## src/rtl/nco_pkg.sv

```systemverilog
`timescale 1ns/1ps
package nco_pkg;

    localparam int ACC_W_DEF    = 32;
    localparam int ANG_W_DEF    = 12;
    localparam int OUT_W_DEF    = 13;
    localparam int DITH_W_DEF   = 4;
    localparam int LFSR_W_DEF   = 16;
    localparam int COARSE_W_DEF = 5;
    localparam int CORR_SH_DEF  = 20;
    localparam int PIPE_LAT     = 5;

    // pi/2 in Q30
    localparam longint HALF_PI_Q30 = 64'sd1686629713;
    localparam longint ONE_Q30     = 64'sd1073741824;

    typedef enum logic [1:0] {
        QD_RISE  = 2'd0,
        QD_FALL  = 2'd1,
        QD_DIP   = 2'd2,
        QD_CLIMB = 2'd3
    } quad_e;

    function automatic logic quad_mirrored(quad_e q);
        return (q == QD_FALL) || (q == QD_CLIMB);
    endfunction

    function automatic logic quad_negative(quad_e q);
        return (q == QD_DIP) || (q == QD_CLIMB);
    endfunction

    // amp * sin(k * (pi/2) / 2^coarse_w), built by repeated fixed-point rotation
    function automatic int quarter_sine(int k, int coarse_w, int amp);
        longint th, t2, t3, t4, t5, cs, sn, c, s, nc, ns;
        th = (HALF_PI_Q30 + (64'sd1 <<< (coarse_w - 1))) >>> coarse_w;
        t2 = (th * th) >>> 30;
        t3 = (t2 * th) >>> 30;
        t4 = (t3 * th) >>> 30;
        t5 = (t4 * th) >>> 30;
        cs = ONE_Q30 - t2 / 2 + t4 / 24;
        sn = th - t3 / 6 + t5 / 120;
        c  = ONE_Q30;
        s  = 64'sd0;
        for (int i = 0; i < k; i++) begin
            nc = (c * cs - s * sn) >>> 30;
            ns = (s * cs + c * sn) >>> 30;
            c  = nc;
            s  = ns;
        end
        return int'((s * longint'(amp) + (ONE_Q30 >>> 1)) >>> 30);
    endfunction

    // radians per fine-angle step, scaled by 2^corr_sh
    function automatic int fine_step(int qtr_w, int corr_sh);
        return int'((HALF_PI_Q30 >>> (30 - corr_sh)) >>> qtr_w);
    endfunction

endpackage

```

## src/rtl/nco_lfsr.sv

```systemverilog
`timescale 1ns/1ps
module nco_lfsr #(
    parameter int          LFSR_W = 16,
    parameter int          OUT_W  = 4,
    parameter logic [15:0] TAPS   = 16'hB400,
    parameter logic [15:0] SEED   = 16'hACE1
) (
    input  logic             clk,
    input  logic             rst,
    output logic [OUT_W-1:0] dith_o
);
    logic [LFSR_W-1:0] state_q;
    logic              fb;

    assign fb     = ^(state_q & LFSR_W'(TAPS));
    assign dith_o = state_q[OUT_W-1:0];

    always_ff @(posedge clk) begin
        if (rst) begin
            state_q <= LFSR_W'(SEED);
        end else begin
            state_q <= {state_q[LFSR_W-2:0], fb};
        end
    end
endmodule

```

## src/rtl/nco_phase.sv

```systemverilog
`timescale 1ns/1ps
module nco_phase #(
    parameter int ACC_W     = nco_pkg::ACC_W_DEF,
    parameter int ANG_W     = nco_pkg::ANG_W_DEF,
    parameter int DITH_W    = nco_pkg::DITH_W_DEF,
    parameter int LFSR_W    = nco_pkg::LFSR_W_DEF,
    parameter bit DITHER_EN = 1'b1
) (
    input  logic             clk,
    input  logic             rst,
    input  logic             en,
    input  logic [ACC_W-1:0] phase_inc,
    output logic [ACC_W-1:0] acc_o,
    output logic [ACC_W-1:0] inc_o,
    output logic [ANG_W-1:0] ang_o,
    output logic             ang_vld_o
);
    localparam int CUT_SH  = ACC_W - ANG_W;
    localparam int DITH_SH = CUT_SH - DITH_W;

    logic [ACC_W-1:0]  acc_q, inc_q;
    logic              acc_vld_q;
    logic [DITH_W-1:0] dith;
    logic [ANG_W-1:0]  ang_d, ang_q;
    logic              ang_vld_q;

    generate
        if (DITHER_EN) begin : g_dith
            nco_lfsr #(.LFSR_W(LFSR_W), .OUT_W(DITH_W)) u_lfsr (
                .clk    (clk),
                .rst    (rst),
                .dith_o (dith)
            );
        end else begin : g_nodith
            assign dith = '0;
        end
    endgenerate

    // stage 1: accumulator, increment stored only on enabled clocks
    always_ff @(posedge clk) begin
        if (rst) begin
            acc_q     <= '0;
            inc_q     <= '0;
            acc_vld_q <= 1'b0;
        end else begin
            acc_vld_q <= en;
            if (en) begin
                acc_q <= acc_q + inc_q;
                inc_q <= phase_inc;
            end
        end
    end

    // stage 2: dither below the cut, then truncate
    assign ang_d = ANG_W'((acc_q + (ACC_W'(dith) << DITH_SH)) >> CUT_SH);

    always_ff @(posedge clk) begin
        if (rst) begin
            ang_q     <= '0;
            ang_vld_q <= 1'b0;
        end else begin
            ang_q     <= ang_d;
            ang_vld_q <= acc_vld_q;
        end
    end

    assign acc_o     = acc_q;
    assign inc_o     = inc_q;
    assign ang_o     = ang_q;
    assign ang_vld_o = ang_vld_q;
endmodule

```

## src/rtl/nco_sine.sv

```systemverilog
`timescale 1ns/1ps
module nco_sine #(
    parameter int ANG_W    = nco_pkg::ANG_W_DEF,
    parameter int OUT_W    = nco_pkg::OUT_W_DEF,
    parameter int COARSE_W = nco_pkg::COARSE_W_DEF,
    parameter int CORR_SH  = nco_pkg::CORR_SH_DEF
) (
    input  logic                    clk,
    input  logic                    rst,
    input  logic [ANG_W-1:0]        ang_i,
    input  logic                    vld_i,
    output logic signed [OUT_W-1:0] sample_o,
    output logic                    vld_o
);
    import nco_pkg::*;

    localparam int QTR_W  = ANG_W - 2;
    localparam int FINE_W = QTR_W - COARSE_W;
    localparam int NTAB   = (1 << COARSE_W) + 1;
    localparam int AMP    = (1 << (OUT_W - 1)) - 1;
    localparam int MAG_W  = OUT_W - 1;
    localparam int FK     = fine_step(QTR_W, CORR_SH);
    localparam int FK_W   = FINE_W + $clog2(FK + 1);
    localparam int PROD_W = MAG_W + FK_W;
    localparam int CIX_W  = COARSE_W + 1;

    typedef struct packed {
        logic              neg;
        logic [CIX_W-1:0]  coarse;
        logic [FINE_W-1:0] fine;
    } fold_t;

    typedef struct packed {
        logic             neg;
        logic [MAG_W-1:0] sin_v;
        logic [MAG_W-1:0] cos_v;
        logic [FK_W-1:0]  fk;
    } look_t;

    typedef struct packed {
        logic              neg;
        logic [MAG_W-1:0]  sin_v;
        logic [PROD_W-1:0] prod;
    } mult_t;

    logic [MAG_W-1:0] tab [NTAB];

    generate
        for (genvar g = 0; g < NTAB; g++) begin : g_tab
            assign tab[g] = MAG_W'(quarter_sine(g, COARSE_W, AMP));
        end
    endgenerate

    // quadrant fold: mirrored index runs 0 .. 2^QTR_W inclusive
    quad_e          quad;
    logic [QTR_W:0] idx;
    fold_t          fold;

    always_comb begin
        quad        = quad_e'(ang_i[ANG_W-1 -: 2]);
        idx         = quad_mirrored(quad)
                    ? ((QTR_W+1)'(1 << QTR_W) - {1'b0, ang_i[QTR_W-1:0]})
                    : {1'b0, ang_i[QTR_W-1:0]};
        fold.neg    = quad_negative(quad);
        fold.coarse = idx[QTR_W -: CIX_W];
        fold.fine   = idx[FINE_W-1:0];
    end

    look_t look_q;
    mult_t mult_q;
    logic  look_vld_q, mult_vld_q;

    // stage 3: table lookup and fine angle in radians
    always_ff @(posedge clk) begin
        if (rst) begin
            look_q     <= '0;
            look_vld_q <= 1'b0;
        end else begin
            look_q.neg   <= fold.neg;
            look_q.sin_v <= tab[fold.coarse];
            look_q.cos_v <= tab[CIX_W'(NTAB - 1) - fold.coarse];
            look_q.fk    <= FK_W'(fold.fine) * FK_W'(FK);
            look_vld_q   <= vld_i;
        end
    end

    // stage 4: the single data multiply, cos(coarse) * fine
    always_ff @(posedge clk) begin
        if (rst) begin
            mult_q     <= '0;
            mult_vld_q <= 1'b0;
        end else begin
            mult_q.neg   <= look_q.neg;
            mult_q.sin_v <= look_q.sin_v;
            mult_q.prod  <= PROD_W'(look_q.cos_v) * PROD_W'(look_q.fk);
            mult_vld_q   <= look_vld_q;
        end
    end

    // stage 5: add correction, clamp, apply sign
    logic [MAG_W:0]   corr, sum;
    logic [MAG_W-1:0] mag;

    always_comb begin
        corr = (MAG_W+1)'((mult_q.prod + PROD_W'(1 << (CORR_SH - 1))) >> CORR_SH);
        sum  = {1'b0, mult_q.sin_v} + corr;
        mag  = (sum > (MAG_W+1)'(AMP)) ? MAG_W'(AMP) : sum[MAG_W-1:0];
    end

    always_ff @(posedge clk) begin
        if (rst) begin
            sample_o <= '0;
            vld_o    <= 1'b0;
        end else begin
            sample_o <= mult_q.neg ? -$signed({1'b0, mag}) : $signed({1'b0, mag});
            vld_o    <= mult_vld_q;
        end
    end
endmodule

```

## src/rtl/nco_dither_sine.sv

```systemverilog
`timescale 1ns/1ps
module nco_dither_sine #(
    parameter int ACC_W     = nco_pkg::ACC_W_DEF,
    parameter int ANG_W     = nco_pkg::ANG_W_DEF,
    parameter int OUT_W     = nco_pkg::OUT_W_DEF,
    parameter int DITH_W    = nco_pkg::DITH_W_DEF,
    parameter int LFSR_W    = nco_pkg::LFSR_W_DEF,
    parameter int COARSE_W  = nco_pkg::COARSE_W_DEF,
    parameter bit DITHER_EN = 1'b1
) (
    input  logic                    clk,
    input  logic                    rst,
    input  logic                    en,
    input  logic [ACC_W-1:0]        phase_inc,
    output logic signed [OUT_W-1:0] sample_o,
    output logic                    valid_o
);
    logic [ACC_W-1:0] acc_q, inc_q;
    logic [ANG_W-1:0] ang;
    logic             ang_vld;

    nco_phase #(
        .ACC_W(ACC_W), .ANG_W(ANG_W), .DITH_W(DITH_W),
        .LFSR_W(LFSR_W), .DITHER_EN(DITHER_EN)
    ) u_phase (
        .clk       (clk),
        .rst       (rst),
        .en        (en),
        .phase_inc (phase_inc),
        .acc_o     (acc_q),
        .inc_o     (inc_q),
        .ang_o     (ang),
        .ang_vld_o (ang_vld)
    );

    nco_sine #(
        .ANG_W(ANG_W), .OUT_W(OUT_W), .COARSE_W(COARSE_W)
    ) u_sine (
        .clk      (clk),
        .rst      (rst),
        .ang_i    (ang),
        .vld_i    (ang_vld),
        .sample_o (sample_o),
        .vld_o    (valid_o)
    );
endmodule

```

## config.mk

```make
export PLATFORM = sky130hd
export DESIGN_NAME = nco_dither_sine
export DESIGN_NICKNAME = d
export VERILOG_FILES = /design/src/rtl/nco_pkg.sv /design/src/rtl/nco_lfsr.sv /design/src/rtl/nco_phase.sv /design/src/rtl/nco_sine.sv /design/src/rtl/nco_dither_sine.sv
export SDC_FILE = /design/constraint.sdc
export NUM_CORES = 1
export LEC_CHECK = 0
export ABC_AREA = 1
export ABC_CLOCK_PERIOD_IN_PS = 6150
export BUFFER_PORTS_ARGS = -buffer_cell sky130_fd_sc_hd__buf_4
export CAP_MARGIN = 40
export CORE_MARGIN = 3
export CORE_UTILIZATION = 30
export CTS_BUF_LIST = sky130_fd_sc_hd__clkbuf_4 sky130_fd_sc_hd__clkbuf_8
export CTS_CLUSTER_DIAMETER = 100
export DETAILED_ROUTE_END_ITERATION = 16
export GPL_TIMING_DRIVEN = 0
export PLACE_DENSITY = 0.42
export SLEW_MARGIN = 20
export SYNTH_ARGS = -nofsm -noshare
export SYNTH_HDL_FRONTEND = slang
export SYNTH_SLANG_ARGS = --single-unit
export TNS_END_PERCENT = 30
```

## constraint.sdc

```tcl
create_clock -name clk -period 6.15 [get_ports clk]
set_input_delay 0.3075 -clock clk [delete_from_list [all_inputs] [get_ports clk]]
set_output_delay 0.3075 -clock clk [all_outputs]
set_load 0.02 [all_outputs]
```

**Word-level counts from Yosys, hierarchy flattened**

Memory sizes are Yosys's and may differ from the RTL's. A register that Yosys moved wholly into a read port is not among the register bits.
Cells that the tools add are included.

- Register bits after elaboration: 168
- ROM bits: 1536
- Input port bits: 35
- Word-level logic and storage cells: 42
- Memories kept: 2

Memory list:

| memory | words | width | read ports | clocked after Yosys merged registers in | write ports | RTL line | source |
|---|---|---|---|---|---|---|---|
| (name not given) | 64 | 12 | 1 | 1 | 0 | nco_sine.sv:81 | `look_q.cos_v <= tab[CIX_W'(NTAB - 1) - fold.coarse];` |
| (name not given) | 64 | 12 | 1 | 1 | 0 | nco_sine.sv:80 | `look_q.sin_v <= tab[fold.coarse];` |

- Add/subtract/negate cells: 7
- $mul: 2
- Magnitude comparators: 1
- Equal/unequal tests: 3
- Multiplexer cells: 3
- Bitwise operators: 3
- Reductions and logical operators: 4

Operators by type and width:

| operator | count |
|---|---|
| adder 32 x 20 -> 32 bit | 1 |
| adder 32 bit | 1 |
| adder 28 x 20 -> 28 bit, second input constant | 1 |
| multiplier 12 x 16 -> 28 bit | 1 |
| two-way mux 12 bit | 2 |
| XOR reduction 16 bit | 1 |
| inverter 6 -> 7 bit | 2 |
| adder 12 x 8 -> 13 bit | 1 |
| greater-than comparator 13 x 12 -> 1 bit, second input constant | 1 |
| multiplier 5 x 8 -> 13 bit, second input constant | 1 |
| negator 12 -> 13 bit | 1 |
| two-way mux 11 bit | 1 |
| subtractor 11 x 10 -> 11 bit, first input constant | 1 |
| subtractor 6 bit, first input constant | 1 |
| equality test 2 bit, second input constant | 2 |
| equality test 2 x 1 -> 1 bit, second input constant | 1 |
| logical OR 1 bit | 2 |
| OR reduction 2 bit | 1 |
| inverter 1 bit | 1 |

**Depth between registers and ports, before layout**

- Depth after elaboration: 6
- Mapped depth: 23
- Mapped depth without buffers: 22

**Hierarchy**

A second synthesis with hierarchy kept.

- Cells, all modules: 2392
- Area total of the unflattened synthesis: 15897.7 sq um

By module, submodules not included:

| module | times used | cells an instance | area an instance (sq um) | sequential area each (sq um) |
|---|---|---|---|---|
| nco_sine | 1 | 1453 | 10095.9 | 1521.5 |
| nco_phase | 1 | 876 | 5268.8 | 1561.5 |
| nco_lfsr | 1 | 63 | 533.0 | 320.3 |

**Worst setup path before layout**

Ideal clock, no wire load.

- Path kind: reg-to-reg
- From: register u_sine.look_q[27] (netlist name)
- To: register u_sine.mult_q[23] in the netlist's numbering
- Setup time: 0.115 ns
- Data arrival time: 4.511 ns
- Path slack: 1.524 ns
- Stages on the path, launching flop included: 19
- Path buffers: 1
- Clock period less this slack: 4.626 ns
- Cell sequence: dfxtp_1 > clkbuf_1 > nand2_1 > fa_1 > fa_1 > inv_1 > fa_1 > fa_1 > inv_1 > fa_1 > inv_1 > ha_1 > nand2_1 > o21a_1 > o21bai_1 > a21o_1 > nand2_1 > a21oi_1 > nor2_1

- Word-level cells in the longest chain between the ends: 1

Ends and longest elaborated chain:

| what | RTL line | source |
|---|---|---|
| multiplier 12 x 16 -> 28 bit | nco_sine.sv:95 | `mult_q.prod <= PROD_W'(look_q.cos_v) * PROD_W'(look_q.fk);` |
| end, declared | nco_sine.sv:70 | `mult_t mult_q;` |

Every way passes these cells.
A chain may end at the register's enable or synchronous reset.

**Final worst setup path**

- From: register u_sine.look_q[21] (netlist name)
- To: register u_sine.mult_q[23] in the netlist's numbering

- Word-level cells in the longest chain between the ends: 1

Ends and longest elaborated chain:

| what | RTL line |
|---|---|
| multiplier 12 x 16 -> 28 bit | nco_sine.sv:95 |

Every way passes these cells.

==> results.sh <==
export IMPL_hold_depth=3
export IMPL_ys_top_cells_by_area="dfxtp_1 22%, fa_1 15%, nand2_1 12%"
export IMPL_yosysTopAreaCellShare_pct=22.3
export IMPL_dpl_cell_area_um2=16500
export IMPL_peakVddDrop_mv=0.146
export IMPL_hold_slack_ns=0.141
export IMPL_routed_via_count=14100
export IMPL_ant_nets=0
export IMPL_ios=49
export IMPL_synth_edf_count=0
export IMPL_firstDrtPassIters=5
export IMPL_htreeDepth=4
export IMPL_synth_cell_types=45
export IMPL_clk_transition_reported_paths_ns=0.11
export IMPL_setup_violations=0
export IMPL_n_antenna_cell=0
export IMPL_crit_path_max_fanout=10
export IMPL_via_per_inst=4.69
export IMPL_final_cells=3005
export IMPL_maxCapViolations=0
export IMPL_fp_dieW_um=232
export IMPL_critPathArrivalTime_ns=5.86
export IMPL_drive_above_1_share_pct=5.92
export IMPL_grt_max_degree=17
export IMPL_critical_path_required_ns=6.54
export IMPL_finClkSkew_ns=0.0162
export IMPL_place_ws_ns=0.639
export IMPL_fin_area_um2=17200
export IMPL_finalCritPeriodShare_pct=88.9
export IMPL_grt_pass1_vias=14000
export IMPL_final_nets=2604
export IMPL_syn2layout_area_growth_pct=12.7
export IMPL_cts_max_path_buffers=2
export IMPL_min_from="phase_inc[1]"
export IMPL_fin_crit_ns=5.47
export IMPL_port_buffers=47
export IMPL_status="complete, no violations"
export IMPL_cts_buffers=17
export IMPL_synth_area_per_cell_um2=6.89
export IMPL_slew_headroom_pct=48.1
export IMPL_timing_rr_start="u_sine.look_q[21]$_SDFF_PP0_"
export IMPL_wl_um=48000
export IMPL_core_area_um2=50300
export IMPL_dp_cells=2941
export IMPL_cts_tree="yes"
export IMPL_fmax_mhz=183
export IMPL_syn_area_um2=15300
export IMPL_tns_ns=0
export IMPL_initial_core_util_pct=30.4
export IMPL_hold_path_end="u_phase.inc_o[1]$_SDFFE_PP0P_"
export IMPL_wl_per_cell_um=16.0
export IMPL_syn_inst=2220
export IMPL_reg2regPathDepth=19
export IMPL_finalHoldViolCount=0
export IMPL_hp_class="in -> reg"
export IMPL_r2r_end="u_sine.mult_q[23]$_SDFF_PP0_"
export IMPL_tightest_slew_ns=0.778
export IMPL_dp_hpwl_um=39000
export IMPL_fin_util_pct=34.3
export IMPL_clkSinkCount=170
export IMPL_power_leakage_nw=8.84
export IMPL_start_kind="flip-flop"
export IMPL_die_h_um=232
export IMPL_rsz0062_at_grt="false"
export IMPL_drv_slew=0
export IMPL_synth_fp_nets=2504
export IMPL_overflow=0
export IMPL_die_area_um2=53700
export IMPL_cts_root_buf="clkbuf_8"
export IMPL_drt_initial_drc_count=902
export IMPL_rows=82
export IMPL_async_reset_ff_share_pct=0
export IMPL_gp_congestion=0.933
export IMPL_worstSetupPathType="reg -> reg"
export IMPL_synth_area_leader_cell="dfxtp_1"
export IMPL_antenna_found_initial=0
export IMPL_yosysWarningCount=0
export IMPL_ys_seq_area_share_pct=22.3
export IMPL_grt_first_pass_wirelength_um=76400
export IMPL_report_power_total_mw=3.81
export IMPL_end_kind="flip-flop"
export IMPL_worstSkewPairLatency_ns=0.51
export IMPL_drc=0
export IMPL_ys_seq_elements=170
export IMPL_setup_ws_ns=0.684
export IMPL_r2r_setup_slack_ns=0.68
export IMPL_track_usage_pct=18.2
export IMPL_power_density_nw_per_um2=221
export IMPL_ys_dominant_reg_cell="dfxtp_1"
-- critical path: stages (launching register included) --
cell and delay, ns:
dfxtp_1 0.53, clkbuf_1 0.58, nand2_1 0.17, fa_1 0.53
fa_1 0.52, inv_1 0.05, fa_1 0.47, fa_1 0.55
inv_1 0.05, fa_1 0.53, inv_1 0.07, ha_1 0.33
a21oi_1 0.21, o21ai_0 0.12, o21bai_1 0.19, a21o_1 0.20
nand2_1 0.09, nand3_1 0.07, nand2_1 0.06, nor2_1 0.05
-- sequential cells by signal, indices dropped and copies added (netlist names), 12 cells and up --
register	count
u_sine.sample_o	13
u_phase.ang_o	12
u_phase.inc_o	32
u_sine.mult_q	22
u_sine.look_q	38
u_phase.acc_o	32
u_phase.g_dith.u_lfsr.state_q	16
-- final cells by class --
type	count	area [µm²]
clock buffer	18	248
sequential	170	3400
clock inverter	14	163
timing repair buffer	81	697
buffer	70	308
inverter	403	1520
multi-input combinational	1577	10100
tap	672	841
fill	5553	33000
-- cell families (layout without fill, tap and decap cells) --
logic type / after synthesis / in the layout / share of synthesized area, %
adder cells (fa/ha/maj): 249 / 249 / 25.8
flip-flops: 170 / 170 / 22.3
XOR/XNOR: 32 / 32 / 1.83
buffers and inverters: 473 / 586 / 11.9
AND/OR/NAND/NOR: 970 / 970 / 26.6
AO/OA/AOI/OAI: 326 / 326 / 11.5
-- timing repair --
item / CTS / global route
resized for setup: 0 / 0
hold endpoints to repair: 31 / 0
hold buffers: 31 / 0
setup buffers: 0 / 0
-- where the power goes --
group | internal, mW | switching, mW
clock network | 0.383 | 0.471
registers | 1.22 | 0.104
logic | 0.555 | 1.08
total | 2.15 | 1.66
-- how the worst max path moves through the flow --
stage	slack, ns	depth (start not counted)	startpoint	end
after floorplan	1.52	18	u_sine.look_q[27]$_SDFF_PP0_	u_sine.mult_q[23]$_SDFF_PP0_
after global placement	0.64	17	u_sine.look_q[21]$_SDFF_PP0_	u_sine.mult_q[23]$_SDFF_PP0_
after detailed placement	0.64	19	u_sine.look_q[21]$_SDFF_PP0_	u_sine.mult_q[23]$_SDFF_PP0_
after CTS	0.63	19	u_sine.look_q[21]$_SDFF_PP0_	u_sine.mult_q[23]$_SDFF_PP0_
after global routing	0.23	19	u_sine.look_q[21]$_SDFF_PP0_	u_sine.mult_q[25]$_SDFF_PP0_
final	0.68	19	u_sine.look_q[21]$_SDFF_PP0_	u_sine.mult_q[23]$_SDFF_PP0_
-- cells in the final DEF (no fill, tap or decap), types with 9 or more instances in the layout --
cell and instances:
a21oi_1 132, clkbuf_1 54, ha_1 138, dfxtp_1 170, nand2_2 11, a31oi_1 9, inv_1 395, or2_2 10
dlygate4sd3_1 31, clkbuf_8 18, nand4_1 23, xnor2_1 11, buf_4 51, o211ai_1 12, xor2_1 21, fa_1 111
nor2_1 281, nand3_1 120, o21ai_0 132, nand2_1 474, nor3_1 25
-- Yosys cell counts, types with 23 or more instances --
cell / number
nand2_1: 474
inv_1: 395
nor2_1: 281
dfxtp_1: 170
ha_1: 138
a21oi_1: 132
o21ai_0: 132
nand3_1: 120
fa_1: 111
clkbuf_1: 54
nor3_1: 25
nand4_1: 23
-- layer usage --
| layer | vias up | part of all wire [%] | GRT usage, % |
|---|---|---|---|
| li1 | 7150 | - | - |
| met1 | 6621 | 46 | 23.9 |
| met2 | 277 | 48 | 31.3 |
| met3 | 52 | 3.5 | 2.51 |
| met4 | 0 | 1.9 | 4.82 |
| met5 | - | 0 | 0 |
(Power assumes the default switching activity.)
